[src/rtl/erase_sched_pkg.sv]
package erase_sched_pkg;

   typedef enum logic [2:0] {
      ES_IDLE   = 3'd0,
      ES_WIN    = 3'd1,
      ES_RUN    = 3'd2,
      ES_SPEND  = 3'd3,
      ES_SUSP   = 3'd4,
      ES_NOPROT = 3'd5
   } es_state_t;

   typedef enum logic [2:0] {
      EC_NONE  = 3'd0,
      EC_OTHER = 3'd1,
      EC_SUSP  = 3'd2,
      EC_RES   = 3'd3,
      EC_ADD   = 3'd4
   } es_cmd_t;

   function automatic int unsigned es_max2(input int unsigned a, input int unsigned b);
      return (a > b) ? a : b;
   endfunction

endpackage

[src/rtl/es_cmd_classify.sv]
module es_cmd_classify
   import erase_sched_pkg::*;
(
   input  logic    add_i,
   input  logic    susp_i,
   input  logic    res_i,
   input  logic    oth_i,
   output es_cmd_t cmd_o
);
   // R11 precedence: other, suspend, resume, sector erase
   always_comb begin
      if (oth_i)       cmd_o = EC_OTHER;
      else if (susp_i) cmd_o = EC_SUSP;
      else if (res_i)  cmd_o = EC_RES;
      else if (add_i)  cmd_o = EC_ADD;
      else             cmd_o = EC_NONE;
   end
endmodule

[src/rtl/es_pick_sector.sv]
module es_pick_sector #(
   parameter int N       = 8,
   parameter bit SCAN_UP = 1'b1
) (
   input  logic [N-1:0] req_i,
   output logic [N-1:0] pick_o
);
   logic [N:0] seen;

   generate
      if (SCAN_UP) begin : g_up
         assign seen[0] = 1'b0;
         for (genvar i = 0; i < N; i++) begin : g_bit
            assign pick_o[i]  = req_i[i] & ~seen[i];
            assign seen[i+1]  = seen[i] | req_i[i];
         end
      end else begin : g_down
         assign seen[N] = 1'b0;
         for (genvar i = N - 1; i >= 0; i--) begin : g_bit
            assign pick_o[i] = req_i[i] & ~seen[i+1];
            assign seen[i]   = seen[i+1] | req_i[i];
         end
      end
   endgenerate
endmodule

[src/rtl/es_tick_timer.sv]
module es_tick_timer #(
   parameter int CNT_W = 8
) (
   input  logic             clk,
   input  logic             rst_n,
   input  logic             clr_i,
   input  logic             tick_i,
   input  logic [CNT_W-1:0] limit_i,
   output logic             hit_o
);
   logic [CNT_W-1:0] cnt_q;

   assign hit_o = tick_i && (cnt_q == limit_i - 1'b1);

   always_ff @(posedge clk) begin
      if (!rst_n || clr_i) begin
         cnt_q <= '0;
      end else if (tick_i) begin
         if (hit_o) cnt_q <= '0;
         else       cnt_q <= cnt_q + 1'b1;
      end
   end
endmodule

[src/rtl/erase_sched.sv]
module erase_sched
   import erase_sched_pkg::*;
#(
   parameter int NUM_SECT     = 8,
   parameter int WIN_TICKS    = 100,
   parameter int ERASE_TICKS  = 1000,
   parameter int SUSP_TICKS   = 70,
   parameter int NOPROT_TICKS = 2,
   parameter bit SCAN_UP      = 1'b1,
   localparam int SIDX_W      = (NUM_SECT > 1) ? $clog2(NUM_SECT) : 1
) (
   input  logic                clk,
   input  logic                rst_n,
   input  logic                tick_us,
   input  logic                cmd_sect_erase,
   input  logic [SIDX_W-1:0]   cmd_sect_idx,
   input  logic                cmd_suspend,
   input  logic                cmd_resume,
   input  logic                cmd_other,
   input  logic [NUM_SECT-1:0] protect_mask,
   output logic [NUM_SECT-1:0] erase_mask,
   output logic                busy,
   output logic                suspended,
   output logic                window_open,
   output logic                abort_read,
   output logic                abort_dirty
);
   localparam int unsigned MAX_T = es_max2(es_max2(WIN_TICKS, ERASE_TICKS),
                                           es_max2(SUSP_TICKS, NOPROT_TICKS));
   localparam int CNT_W = $clog2(MAX_T + 1);

   generate
      if (NUM_SECT < 2) begin : g_bad_n
         $error("erase_sched: NUM_SECT must be at least 2");
      end
      if (WIN_TICKS < 1 || ERASE_TICKS < 1 || SUSP_TICKS < 1 || NOPROT_TICKS < 1) begin : g_bad_t
         $error("erase_sched: every tick count must be at least 1");
      end
   endgenerate

   es_state_t            st_q, st_d;
   logic [NUM_SECT-1:0]  mask_q, mask_d;
   logic                 ab_d, dirty_d;
   logic                 add_in_win, go_run;
   es_cmd_t              cmd;
   logic [NUM_SECT-1:0]  sel_oh, cur_oh, filt;
   logic [CNT_W-1:0]     limit;
   logic                 hit, tmr_clr;

   es_cmd_classify u_cls (
      .add_i  (cmd_sect_erase),
      .susp_i (cmd_suspend),
      .res_i  (cmd_resume),
      .oth_i  (cmd_other),
      .cmd_o  (cmd)
   );

   es_pick_sector #(.N(NUM_SECT), .SCAN_UP(SCAN_UP)) u_pick (
      .req_i  (mask_q),
      .pick_o (cur_oh)
   );

   always_comb begin
      case (st_q)
         ES_WIN:    limit = CNT_W'(WIN_TICKS);
         ES_RUN:    limit = CNT_W'(ERASE_TICKS);
         ES_SPEND:  limit = CNT_W'(SUSP_TICKS);
         ES_NOPROT: limit = CNT_W'(NOPROT_TICKS);
         default:   limit = CNT_W'(WIN_TICKS);
      endcase
   end

   es_tick_timer #(.CNT_W(CNT_W)) u_tmr (
      .clk     (clk),
      .rst_n   (rst_n),
      .clr_i   (tmr_clr),
      .tick_i  (tick_us),
      .limit_i (limit),
      .hit_o   (hit)
   );

   assign sel_oh = NUM_SECT'(1) << cmd_sect_idx;
   assign filt   = mask_q & ~protect_mask;

   always_comb begin
      st_d       = st_q;
      mask_d     = mask_q;
      ab_d       = 1'b0;
      dirty_d    = 1'b0;
      add_in_win = 1'b0;
      go_run     = 1'b0;
      case (st_q)
         ES_IDLE: begin
            if (cmd == EC_ADD) begin
               st_d   = ES_WIN;
               mask_d = sel_oh;
            end
         end
         ES_WIN: begin
            case (cmd)
               EC_OTHER: begin
                  st_d   = ES_IDLE;
                  mask_d = '0;
                  ab_d   = 1'b1;
               end
               EC_SUSP: st_d = ES_SPEND;
               EC_ADD: begin
                  mask_d     = mask_q | sel_oh;
                  add_in_win = 1'b1;
               end
               default: if (hit) go_run = 1'b1;
            endcase
         end
         ES_RUN: begin
            case (cmd)
               EC_OTHER, EC_ADD: begin
                  st_d    = ES_IDLE;
                  mask_d  = '0;
                  ab_d    = 1'b1;
                  dirty_d = 1'b1;
               end
               EC_SUSP: st_d = ES_SPEND;
               default: begin
                  if (hit) begin
                     mask_d = mask_q & ~cur_oh;
                     if ((mask_q & ~cur_oh) == '0) st_d = ES_IDLE;
                  end
               end
            endcase
         end
         ES_SPEND:  if (hit) st_d = ES_SUSP;
         ES_SUSP:   if (cmd == EC_RES) go_run = 1'b1;
         ES_NOPROT: if (hit) st_d = ES_IDLE;
         default: begin
            st_d   = ES_IDLE;
            mask_d = '0;
         end
      endcase
      if (go_run) begin
         if (filt == '0) begin
            st_d   = ES_NOPROT;
            mask_d = '0;
         end else begin
            st_d   = ES_RUN;
            mask_d = filt;
         end
      end
   end

   assign tmr_clr = (st_q == ES_IDLE) || (st_d != st_q) || add_in_win;

   always_ff @(posedge clk) begin
      if (!rst_n) begin
         st_q        <= ES_IDLE;
         mask_q      <= '0;
         abort_read  <= 1'b0;
         abort_dirty <= 1'b0;
      end else begin
         st_q        <= st_d;
         mask_q      <= mask_d;
         abort_read  <= ab_d;
         abort_dirty <= dirty_d;
      end
   end

   assign erase_mask  = mask_q;
   assign busy        = (st_q == ES_WIN) || (st_q == ES_RUN) ||
                        (st_q == ES_SPEND) || (st_q == ES_NOPROT);
   assign suspended   = (st_q == ES_SUSP);
   assign window_open = (st_q == ES_WIN);
endmodule

[config.mk]
export PLATFORM = sky130hd
export DESIGN_NAME = erase_sched
export DESIGN_NICKNAME = d
export VERILOG_FILES = /design/src/rtl/erase_sched_pkg.sv /design/src/rtl/es_cmd_classify.sv /design/src/rtl/es_pick_sector.sv /design/src/rtl/es_tick_timer.sv /design/src/rtl/erase_sched.sv
export SDC_FILE = /design/constraint.sdc
export NUM_CORES = 1
export LEC_CHECK = 0
export ABC_AREA = 1
export BUFFER_PORTS_ARGS = -buffer_cell sky130_fd_sc_hd__buf_4
export CAP_MARGIN = 20
export CORE_ASPECT_RATIO = 0.6
export CORE_MARGIN = 8
export CORE_UTILIZATION = 40
export CTS_CLUSTER_DIAMETER = 150
export DETAILED_ROUTE_END_ITERATION = 7
export PLACE_DENSITY = 0.74
export SYNTH_ARGS = -nofsm -noshare
export SYNTH_HDL_FRONTEND = slang
export SYNTH_SLANG_ARGS = --single-unit
[constraint.sdc]
create_clock -name clk -period 1.8 [get_ports clk]
set_input_delay 0 -clock clk [delete_from_list [all_inputs] [get_ports clk]]
set_output_delay 0 -clock clk [all_outputs]
set_load 0.1 [all_outputs]
# Word-level counts from Yosys, hierarchy flattened
# Index checks and enable logic that the tools add are counted.
[word_totals]
regBits = 23
out_inout_bits = 13
[op_classes]
n_addsub = 2
eq_ne = 16
shifts = 1
muxes = 32
bitwise_logic = 25
reduce_logical = 16
[ops]
columns = ["op", "count"]
rows = [
  ["2-to-1 mux 3 bit", 11],
  ["2-to-1 mux 8 bit", 4],
  ["one-hot mux 8 bit (2 select lines)", 2],
  ["one-hot mux 8 bit (4 select lines)", 1],
  ["one-hot mux 10 bit (3 select lines)", 1],
  ["one-hot mux 3 bit (6 select lines)", 1],
  ["bitwise AND 8 bit", 2],
  ["logical NOT 8 bit", 2],
  ["NOT 8 bit", 2],
  ["equality test 3 x 2 -> 1 bit, second input constant", 4],
  ["one-hot mux 3 bit (2 select lines)", 2],
  ["adder 10 x 1 -> 10 bit, second input constant", 1],
  ["equality test 10 bit", 1],
  ["2-to-1 mux 10 bit", 1],
  ["subtractor 10 x 1 -> 10 bit, second input constant", 1],
  ["equality test 3 bit, second input constant", 3],
  ["OR 8 bit", 1],
  ["<< shifter 1 x 3 -> 8 bit, first input constant", 1],
  ["bitwise AND 1 bit", 7],
  ["2-to-1 mux 1 bit", 7],
  ["NOT 1 bit", 7],
  ["equality test 3 x 1 -> 1 bit, second input constant", 2],
  ["logical OR 1 bit", 6],
  ["!= test 3 bit, second input constant", 2],
  ["13 further kinds", 20],
]

# Logic depth before layout (Yosys ltp)
# Gate-level depths: netlist of run 1.
[depth]
word_depth = 20
mapped_depth = 19
depth_no_buf = 18

# Cells and area by module
# From an unflattened synthesis of run 1, not the netlist that was laid out.
[hier_totals]
cells_unflattened = 467
area_unflattened_um2 = 2643.8
[modules_own_cells]
columns = ["module", "n_inst", "cells_each", "area_each_um2", "seq_area_each_um2"]
rows = [
  ["erase_sched", 1, 230, 1340.0, 260.2],
  ["es_tick_timer", 1, 210, 1174.9, 200.2],
  ["es_pick_sector", 1, 18, 90.1, 0.0],
  ["es_cmd_classify", 1, 9, 38.8, 0.0],
]

# Worst setup path after synthesis of run 1
# OpenSTA, ideal clock, no wires.
[synth_path]
path_type = "reg-to-reg"
start = "register mask_q[2], in the netlist erase_mask[2]"
end = "register u_tmr.cnt_q[9]"
setup_time_ns = 0.119
arrival_ns = 2.217
t_required_ns = 1.681
slack_ns = -0.535
stages_incl_launch_ff = 16
path_buffers = 0
synth_period_minus_slack_ns = 2.335
cell_sequence = "dfxtp_1 -> inv_1 -> nand4_1 -> nor2_1 -> nand2_1 -> nand2_1 -> nand3_1 -> nand2_1 -> nand2_1 -> nand2_1 -> nand3_1 -> nand2_1 -> inv_1 -> nor2_2 -> nand2_4 -> nor2_2"
[synth_via]
elab_chain_cells = 19
[synth_lines]
columns = ["element", "line_no", "source"]
rows = [
  ["start, declared", "erase_sched.sv:42", "logic [NUM_SECT-1:0] mask_q, mask_d;"],
  ["start signal, assigned", "erase_sched.sv:160", "mask_q <= mask_d;"],
  ["OR 1 bit (5 in a row)", "es_pick_sector.sv:15", "assign seen[i+1] = seen[i] | req_i[i];"],
  ["NOT 1 bit", "es_pick_sector.sv:14", "assign pick_o[i] = req_i[i] & ~seen[i];"],
  ["bitwise AND 1 bit", "es_pick_sector.sv:14", ""],
  ["NOT 8 bit", "erase_sched.sv:126", "if ((mask_q & ~cur_oh) == '0) st_d = ES_IDLE;"],
  ["bitwise AND 8 bit", "erase_sched.sv:126", ""],
  ["logical NOT 8 bit", "erase_sched.sv:126", ""],
  ["2-to-1 mux 3 bit", "erase_sched.sv:126", ""],
  ["2-to-1 mux 3 bit", "erase_sched.sv:124", "if (hit) begin"],
  ["one-hot mux 3 bit (2 select lines)", "erase_sched.sv:115", "case (cmd)"],
  ["one-hot mux 3 bit (6 select lines)", "erase_sched.sv:92", "case (st_q)"],
  ["2-to-1 mux 3 bit *", "erase_sched.sv:139", "if (go_run) begin"],
  ["!= test 3 bit *", "erase_sched.sv:150", "assign tmr_clr = (st_q == ES_IDLE) || (st_d != st_q) || add_in_win;"],
  ["logical OR 1 bit * (2 in a row)", "erase_sched.sv:150", ""],
  ["logical OR 1 bit *", "es_tick_timer.sv:16", "if (!rst_n || clr_i) begin"],
  ["end signal, assigned", "es_tick_timer.sv:20", "else cnt_q <= cnt_q + 1'b1;"],
  ["end, declared", "es_tick_timer.sv:11", "logic [CNT_W-1:0] cnt_q;"],
]
# Every way passes the cells marked *; elsewhere a longest branch is shown, timed or not.
# A chain may end at the register's enable or synchronous reset.

# Worst setup path after layout of run 1
[layout_path]
start = "register st_q[2]"
end = "register u_tmr.cnt_q[0]"
[layout_via]
elab_chain_cells = 13
[layout_lines]
columns = ["element", "line_no", "source"]
rows = [
  ["start, declared", "erase_sched.sv:41", "es_state_t st_q, st_d;"],
  ["start signal, assigned", "erase_sched.sv:159", "st_q <= st_d;"],
  ["equality test 3 bit / equality test 3 x 2 -> 1 bit (equally long branches)", "erase_sched.sv:64, erase_sched.sv:92", ""],
  ["one-hot mux 10 bit (3 select lines)", "erase_sched.sv:64", "case (st_q)"],
  ["subtractor 10 x 1 -> 10 bit", "es_tick_timer.sv:13", "assign hit_o = tick_i && (cnt_q == limit_i - 1'b1);"],
  ["equality test 10 bit", "es_tick_timer.sv:13", ""],
  ["logical AND 1 bit", "es_tick_timer.sv:13", ""],
  ["2-to-1 mux 3 bit / 2-to-1 mux 1 bit (equally long branches)", "erase_sched.sv:124, erase_sched.sv:111", ""],
  ["one-hot mux 3 bit (2 select lines) / 2-to-1 mux 1 bit (equally long branches)", "erase_sched.sv:115, erase_sched.sv:100", ""],
  ["one-hot mux 3 bit (6 select lines) / one-hot mux 1 bit (2 select lines) (equally long branches)", "erase_sched.sv:92", ""],
  ["2-to-1 mux 3 bit", "erase_sched.sv:139", ""],
  ["!= test 3 bit", "erase_sched.sv:150", ""],
  ["logical OR 1 bit (2 in a row)", "erase_sched.sv:150", ""],
  ["logical OR 1 bit", "es_tick_timer.sv:16", ""],
]
# Several ways; a longest one is shown, not always the timed one.

==> results.cfg, run 1 <==
[status]
outcome = complete, but fails checks
violations = negative setup slack

[clock_network]
cts.sinks = 23
clkLatencyLatePin_ns = 0.28
clk_pin_slew_worst_paths_ns = 0.10
htreeDepth = 1
root_buffer = clkbuf_8
clock_path_buffers = 2
cts_made_buffers = 3
cts_tree = built

[synthesis]
syn_avg_cell_area_sq_um = 6.164
yosys.area_share.adder = 0.007072
synth_sequential_area_ratio = 0.2603
ys_warn_count = 0
synth_compound_area_frac = 0.1499
synth_edf_count = 0
netlist_instances = 287
synth_flop_cell = dfxtp_1
yosysUniqueCellTypes = 35
yosys.area_share.simple = 0.4625
synthMuxAreaShare = 0
synth_top_family_by_area = simple AND/OR/NAND/NOR gates
ys_async_sr_fraction = 0
synth_xor_xnor_area_share = 0.009901
synth_nets = 306
synth-seq-cells = 23
netlist_area_sq_um = 1769

[power]
p_leak_nw = 1.382
power_frac_comb = 0.274
cellPowerDensity_nw_per_um2 = 400.2
peakVddDrop_mv = 0.2460
seq_power_share = 0.434
swShare = 0.3452
internal-power_mw = 0.7917
switchingPower_mw = 0.4174
power.share.clock = 0.292

[cells_and_area]
multiInputGateArea_sq_um = 1376
fin_util = 0.7213
diodes = 0
register_area_sq_um = 476.7
area_delta_synth_final_pct = 70.79
final_nets = 420
final_common_cell = buf_4
nFillCells = 286
final_cell_mix = buf_4 (101), nand2_1 (61), inv_1 (38)
layout-drive-gt1-share = 0.4825

[sta]
worst_clock_skew_ns = 0.005742
setup_violations = 20
slew_violations = 0
layout_setup_ws_ns = -0.4433
period_share = 1.246
relSlewSlack = 0.7226
rsz0062_at_grt = yes
final_hold_viol_count = 0
whs_ns = 0.03960
period_minus_slack_ns = 2.243
clock.fmax_mhz = 445.8
worst_pin_slew_ns = 0.4122

[worst_setup_path]
worstPathMaxFanout = 6
cp-start-kind = flip-flop
startpoint = st_q[2]
worstReg2RegStart = st_q[2]
crit_path_end_kind = flip-flop
arrival_ns = 2.47
worstSetupPathType = flip-flop to flip-flop
cp.required_ns = 2.02

[placement]
hpwl_um = 5045
gp_congestion = 0.9341
port_buffers = 30

[min_path]
hp-class = input port to flip-flop
hold_path_startpoint = protect_mask[1]

[floorplan]
coreArea_sq_um = 4189
dieArea_sq_um = 6877
io_pins = 31
rows = 18
die_h_um = 67.52
die_w_um = 101.9
start_util = 0.4223

[routing]
post_drt_wl_per_cell_um = 16.63
ant_nets = 0
drc = 0
vias = 2557
drtIter0Drc = 368
dr.pass1.iters = 5
wirelength_um = 7650
via_per_inst = 5.559

[global_routing]
met2_usage = 0.3122
use_met1 = 0.2698
grt_pass1_vias = 2296
busiest_layer = met2
grt-ovfl-total = 0
antenna_found_initial = 0
grt_pass1_wl_um = 11080
grt_max_degree = 14
grt_usage = 0.2060
met3_usage = 0.08103

[run]
drv_cap = 0
==> synth_stat cells, types with 5 or more instances <==
| library cell | count | area, sq um |
|---|---|---|
| nand2_1 | 70 | 262.8 |
| inv_1 | 40 | 150.1 |
| nand2_2 | 5 | 31.28 |
| nor2_1 | 33 | 123.9 |
| nor2_2 | 15 | 93.84 |
| nand4_1 | 5 | 31.28 |
| a31oi_1 | 6 | 37.54 |
| nor3_1 | 10 | 50.05 |
| dfxtp_1 | 23 | 460.4 |
| nand3_1 | 14 | 70.07 |
| a21oi_1 | 17 | 85.08 |
| o21ai_0 | 14 | 70.07 |
==> metrics by stage <==
stage          setup slack [ns]  total power [mW]  area (sq um)  TNS, ns  instances
2_1_floorplan           -0.3542            0.6997          1809   -5.550        287
3_3_place_gp            -0.3668            0.8150          2570   -5.730        439
3_5_place_dp            -0.4119            0.8169          2570   -6.317        439
4_1_cts                 -0.3049             1.183          2843   -4.518        454
5_1_grt                 -0.5372             1.260          3022   -8.407        460
6_report                -0.4433             1.209          3022   -6.578        460
==> layer usage <==
| metal | vias up | routed length, um |
|---|---|---|
| met4 | 0 | 157 |
| li1 | 1161 | - |
| met5 | - | 0 |
| met3 | 27 | 1028 |
| met1 | 1166 | 3186 |
| met2 | 203 | 3278 |
==> repair_timing <==
action,CTS,global route
endpoints found under the setup margin,20,21
hold buffers,2,0
pin swaps,21,19
gates resized for setup,37,27
gates cloned,2,0
setup buffers,7,6
endpoints found under the hold margin,2,0
==> registers in the layout (all words and copies together), names as in the netlist <==
signal       cells
u_tmr.cnt_q     10
erase_mask       8
st_q             3
abort_dirty      1
abort_read       1
==> power by group through the flow <==
stage	logic [mW]	registers, mW	clock network (mW)
finish	0.331	0.524	0.354
detailed placement	0.279	0.538	0
global placement	0.278	0.537	0
global route	0.347	0.526	0.387
CTS	0.302	0.525	0.355
floorplan	0.0979	0.602	0
==> worst paths after layout <==
path / end / cells after the start / slack, ns
max: u_tmr.cnt_q[0] / 18 / -0.44
min: erase_mask[1] / 4 / 0.04
max reg2reg: u_tmr.cnt_q[0] / 18 / -0.44
min reg2reg: erase_mask[7] / 2 / 0.53
==> critical path, stage by stage (launching register included) <==
cell	delay [ns]
dfxtp_2	0.35
buf_6	0.13
inv_4	0.08
nand2_4	0.07
nor2_4	0.13
nand3_2	0.09
nand2_2	0.09
nand2_2	0.09
nor2_8	0.18
nand2_4	0.09
nand2_8	0.08
nor2_4	0.04
nand2_2	0.09
nand2_1	0.07
nand2_1	0.08
nand3_2	0.08
nor2_4	0.19
nand2_4	0.12
nor2_2	0.12
==> cells by family after synthesis <==
group,after synthesis
AO/OA/AOI/OAI,46
XOR/XNOR,2
adder cells (fa/ha/maj),1
buffers and inverters,47
flip-flops,23
AND/OR/NAND/NOR,168
==> cell type report <==
| cell class | instances | area share |
|---|---|---|
| timing repair buffer | 111 | 0.2903 |
| multi-input combinational | 218 | 0.4555 |
| inverter | 44 | 0.05631 |
| clock inverter | 1 | 0.001656 |
| clock buffer | 3 | 0.01366 |
| tap | 60 | 0.02484 |
| sequential | 23 | 0.1578 |
Note: power is estimated with default switching activity, not from simulation.
==> run 2: changes to the inputs <==
--- a/config.mk
+++ b/config.mk
@@ -8,12 +8,14 @@
 export ABC_AREA = 1
 export BUFFER_PORTS_ARGS = -buffer_cell sky130_fd_sc_hd__buf_4
 export CAP_MARGIN = 20
+export CELL_PAD_IN_SITES_DETAIL_PLACEMENT = 0
+export CELL_PAD_IN_SITES_GLOBAL_PLACEMENT = 1
 export CORE_ASPECT_RATIO = 0.6
 export CORE_MARGIN = 8
-export CORE_UTILIZATION = 40
+export CORE_UTILIZATION = 35
 export CTS_CLUSTER_DIAMETER = 150
 export DETAILED_ROUTE_END_ITERATION = 7
-export PLACE_DENSITY = 0.74
+export PLACE_DENSITY = 0.87
 export SYNTH_ARGS = -nofsm -noshare
 export SYNTH_HDL_FRONTEND = slang
 export SYNTH_SLANG_ARGS = --single-unit
==> run 2 against run 1 <==
Against the previous run:
- the flow still finishes with violations (negative setup slack)
- power shrank 3.5%
- combinational power shrank 11%
- setup slack better by 0.066 ns
- highest routed layer unchanged
- utilization down 14 points
- die area up 11%
==> results.cfg, run 2 (synthesis gave the netlist of run 1 again) <==
[status]
outcome = complete, but fails checks
violations = negative setup slack

[power]
p_leak_nw = 1.323
power_mw = 1.167
cellPowerDensity_nw_per_um2 = 406.1
peakVddDrop_mv = 0.2576

[sta]
timing.setup.tns_ns = -4.634
worst_pin_slew_ns = 0.3994
clock.fmax_mhz = 459.3
setup_violations = 20
relSlewSlack = 0.7313
slew_violations = 0
period_minus_slack_ns = 2.177
layout_setup_ws_ns = -0.3774
worst_clock_skew_ns = 0.003198
period_share = 1.210
final_hold_viol_count = 0
rsz0062_at_grt = yes

[clock_network]
clock_path_buffers = 2
root_buffer = clkbuf_8
clkLatencyLatePin_ns = 0.28
htreeDepth = 1
cts_made_buffers = 3
clk_pin_slew_worst_paths_ns = 0.09
cts_tree = built
cts.sinks = 23

[floorplan]
rows = 20
die_h_um = 71.07
start_util = 0.3571
io_pins = 31
coreArea_sq_um = 4955
die_w_um = 107.8
dieArea_sq_um = 7660

[worst_setup_path]
r2r_setup_slack_ns = -0.38
worstPathMaxFanout = 7
crit_path_end_kind = flip-flop
worstReg2RegStart = st_q[1]
ff2ff_path_depth = 15
cp.required_ns = 2.03
critPathCapture = u_tmr.cnt_q[3]
max_stage_delay_ns = 0.42
worstSetupPathType = flip-flop to flip-flop
crit_path_top_delay_cell = dfxtp_4
crit_top_cell = nand2_2
arrival_ns = 2.40
cp-start-kind = flip-flop
cp_cell_sequence = inv_6, nor2_4, nand2_2, nand2_1, nand2_2, nand2_2, nor2_8, buf_4, a21oi_4, nand4_1, nand3_1, nand2_2, nor2_4, nand2_4, nor2_2
rr_endpoint = u_tmr.cnt_q[3]
startpoint = st_q[1]

[cells_and_area]
design_area_sq_um = 2873
final_nets = 409
top_register = u_tmr.cnt_q
instances_no_fill = 455
layout-drive-gt1-share = 0.4576
diodes = 0
largest_reg_flops = 10
final_common_cell = buf_4
final_cell_mix = buf_4 (96), nand2_1 (60), inv_1 (39)
area_delta_synth_final_pct = 62.38
nFillCells = 451

[routing]
wirelength_um = 6423
vias = 2243
post_drt_wl_per_cell_um = 14.12
ant_nets = 0
drc = 0
via_per_inst = 4.930
dr.pass1.iters = 4
drtIter0Drc = 160

[global_routing]
met3_usage = 0.02629
use_met1 = 0.2450
grt_usage = 0.1652
antenna_found_initial = 0
met2_usage = 0.2386
busiest_layer = met1
grt-ovfl-total = 0
grt_pass1_vias = 2060
grt_max_degree = 14
grt_pass1_wl_um = 10270

[placement]
port_buffers = 30
place_ws_ns = -0.3562
gp_congestion = 0.9101
place_inst = 438
hpwl_um = 4643
post_dp_cell_area_sq_um = 2525

[min_path]
hp-class = input port to flip-flop

[run]
drv_cap = 0
## run 2: cell count changes in the layout (fill, tap and decap cells not counted), sizes merged
cell,delta
buf,-11
## run 2: worst max-delay path, delay by kind of cell (launching register included)
family / cells / cell delay [ns]
flops: 1 / 0.42
simple gates: 12 / 1.37
compound gates: 1 / 0.14
buf+inv: 2 / 0.20
## run 2: per-layer routing
layer | part of all wire | vias up
met3 | 0.069 | 7
met4 | 0.011 | 0
met2 | 0.42 | 62
met5 | 0 | -
met1 | 0.50 | 1033
li1 | - | 1141
## run 2: final cells by class
| class | count | area [sq um] | share of cell area |
|---|---|---|---|
| Clock inverter | 1 | 5.005 | 0.001742 |
| Tap cell | 66 | 82.58 | 0.02875 |
| Multi-Input combinational cell | 218 | 1329 | 0.4625 |
| Inverter | 44 | 172.7 | 0.06010 |
| Clock buffer | 3 | 41.29 | 0.01437 |
| Timing Repair Buffer | 100 | 763.2 | 0.2657 |
| Sequential cell | 23 | 479.2 | 0.1668 |
## run 2: what timing repair did
action / in CTS / in global routing
pin swaps: 6 / 13
resized for setup: 39 / 12
hold buffers: 2 / 0
setup endpoints to repair: 20 / 20
buffers inserted: 4 / 6
cloned: 1 / 0
endpoints found under the hold margin: 2 / 0
## run 2: worst min path at each step
stage / from / endpoint / slack, ns / cells after the start
2_1_floorplan: rst_n / st_q[1] / 0.1 / 2
3_3_place_gp: cmd_other / abort_read / 0.29 / 2
3_5_place_dp: cmd_other / abort_read / 0.28 / 2
4_1_cts: cmd_other / abort_read / 0.006 / 2
5_1_grt: cmd_other / abort_read / 0.009 / 2
6_report: cmd_other / abort_read / 0.01 / 2
## run 2: power by group
part / internal, mW / leakage [nW] / total [mW] / switching (mW)
combinational: 0.104 / 1.11 / 0.294 / 0.190
clock: 0.156 / 0.0255 / 0.350 / 0.194
sequential: 0.515 / 0.191 / 0.523 / 0.00769
total: 0.775 / 1.32 / 1.17 / 0.392
## run 2: through the flow
stage	utilization	hold WS, ns
after floorplan	-	0.09763
after global placement	0.5096	0.2852
after detailed placement	0.5096	0.2804
after CTS	0.5606	0.006469
after global routing	0.5798	0.009477
final	0.5798	0.01344
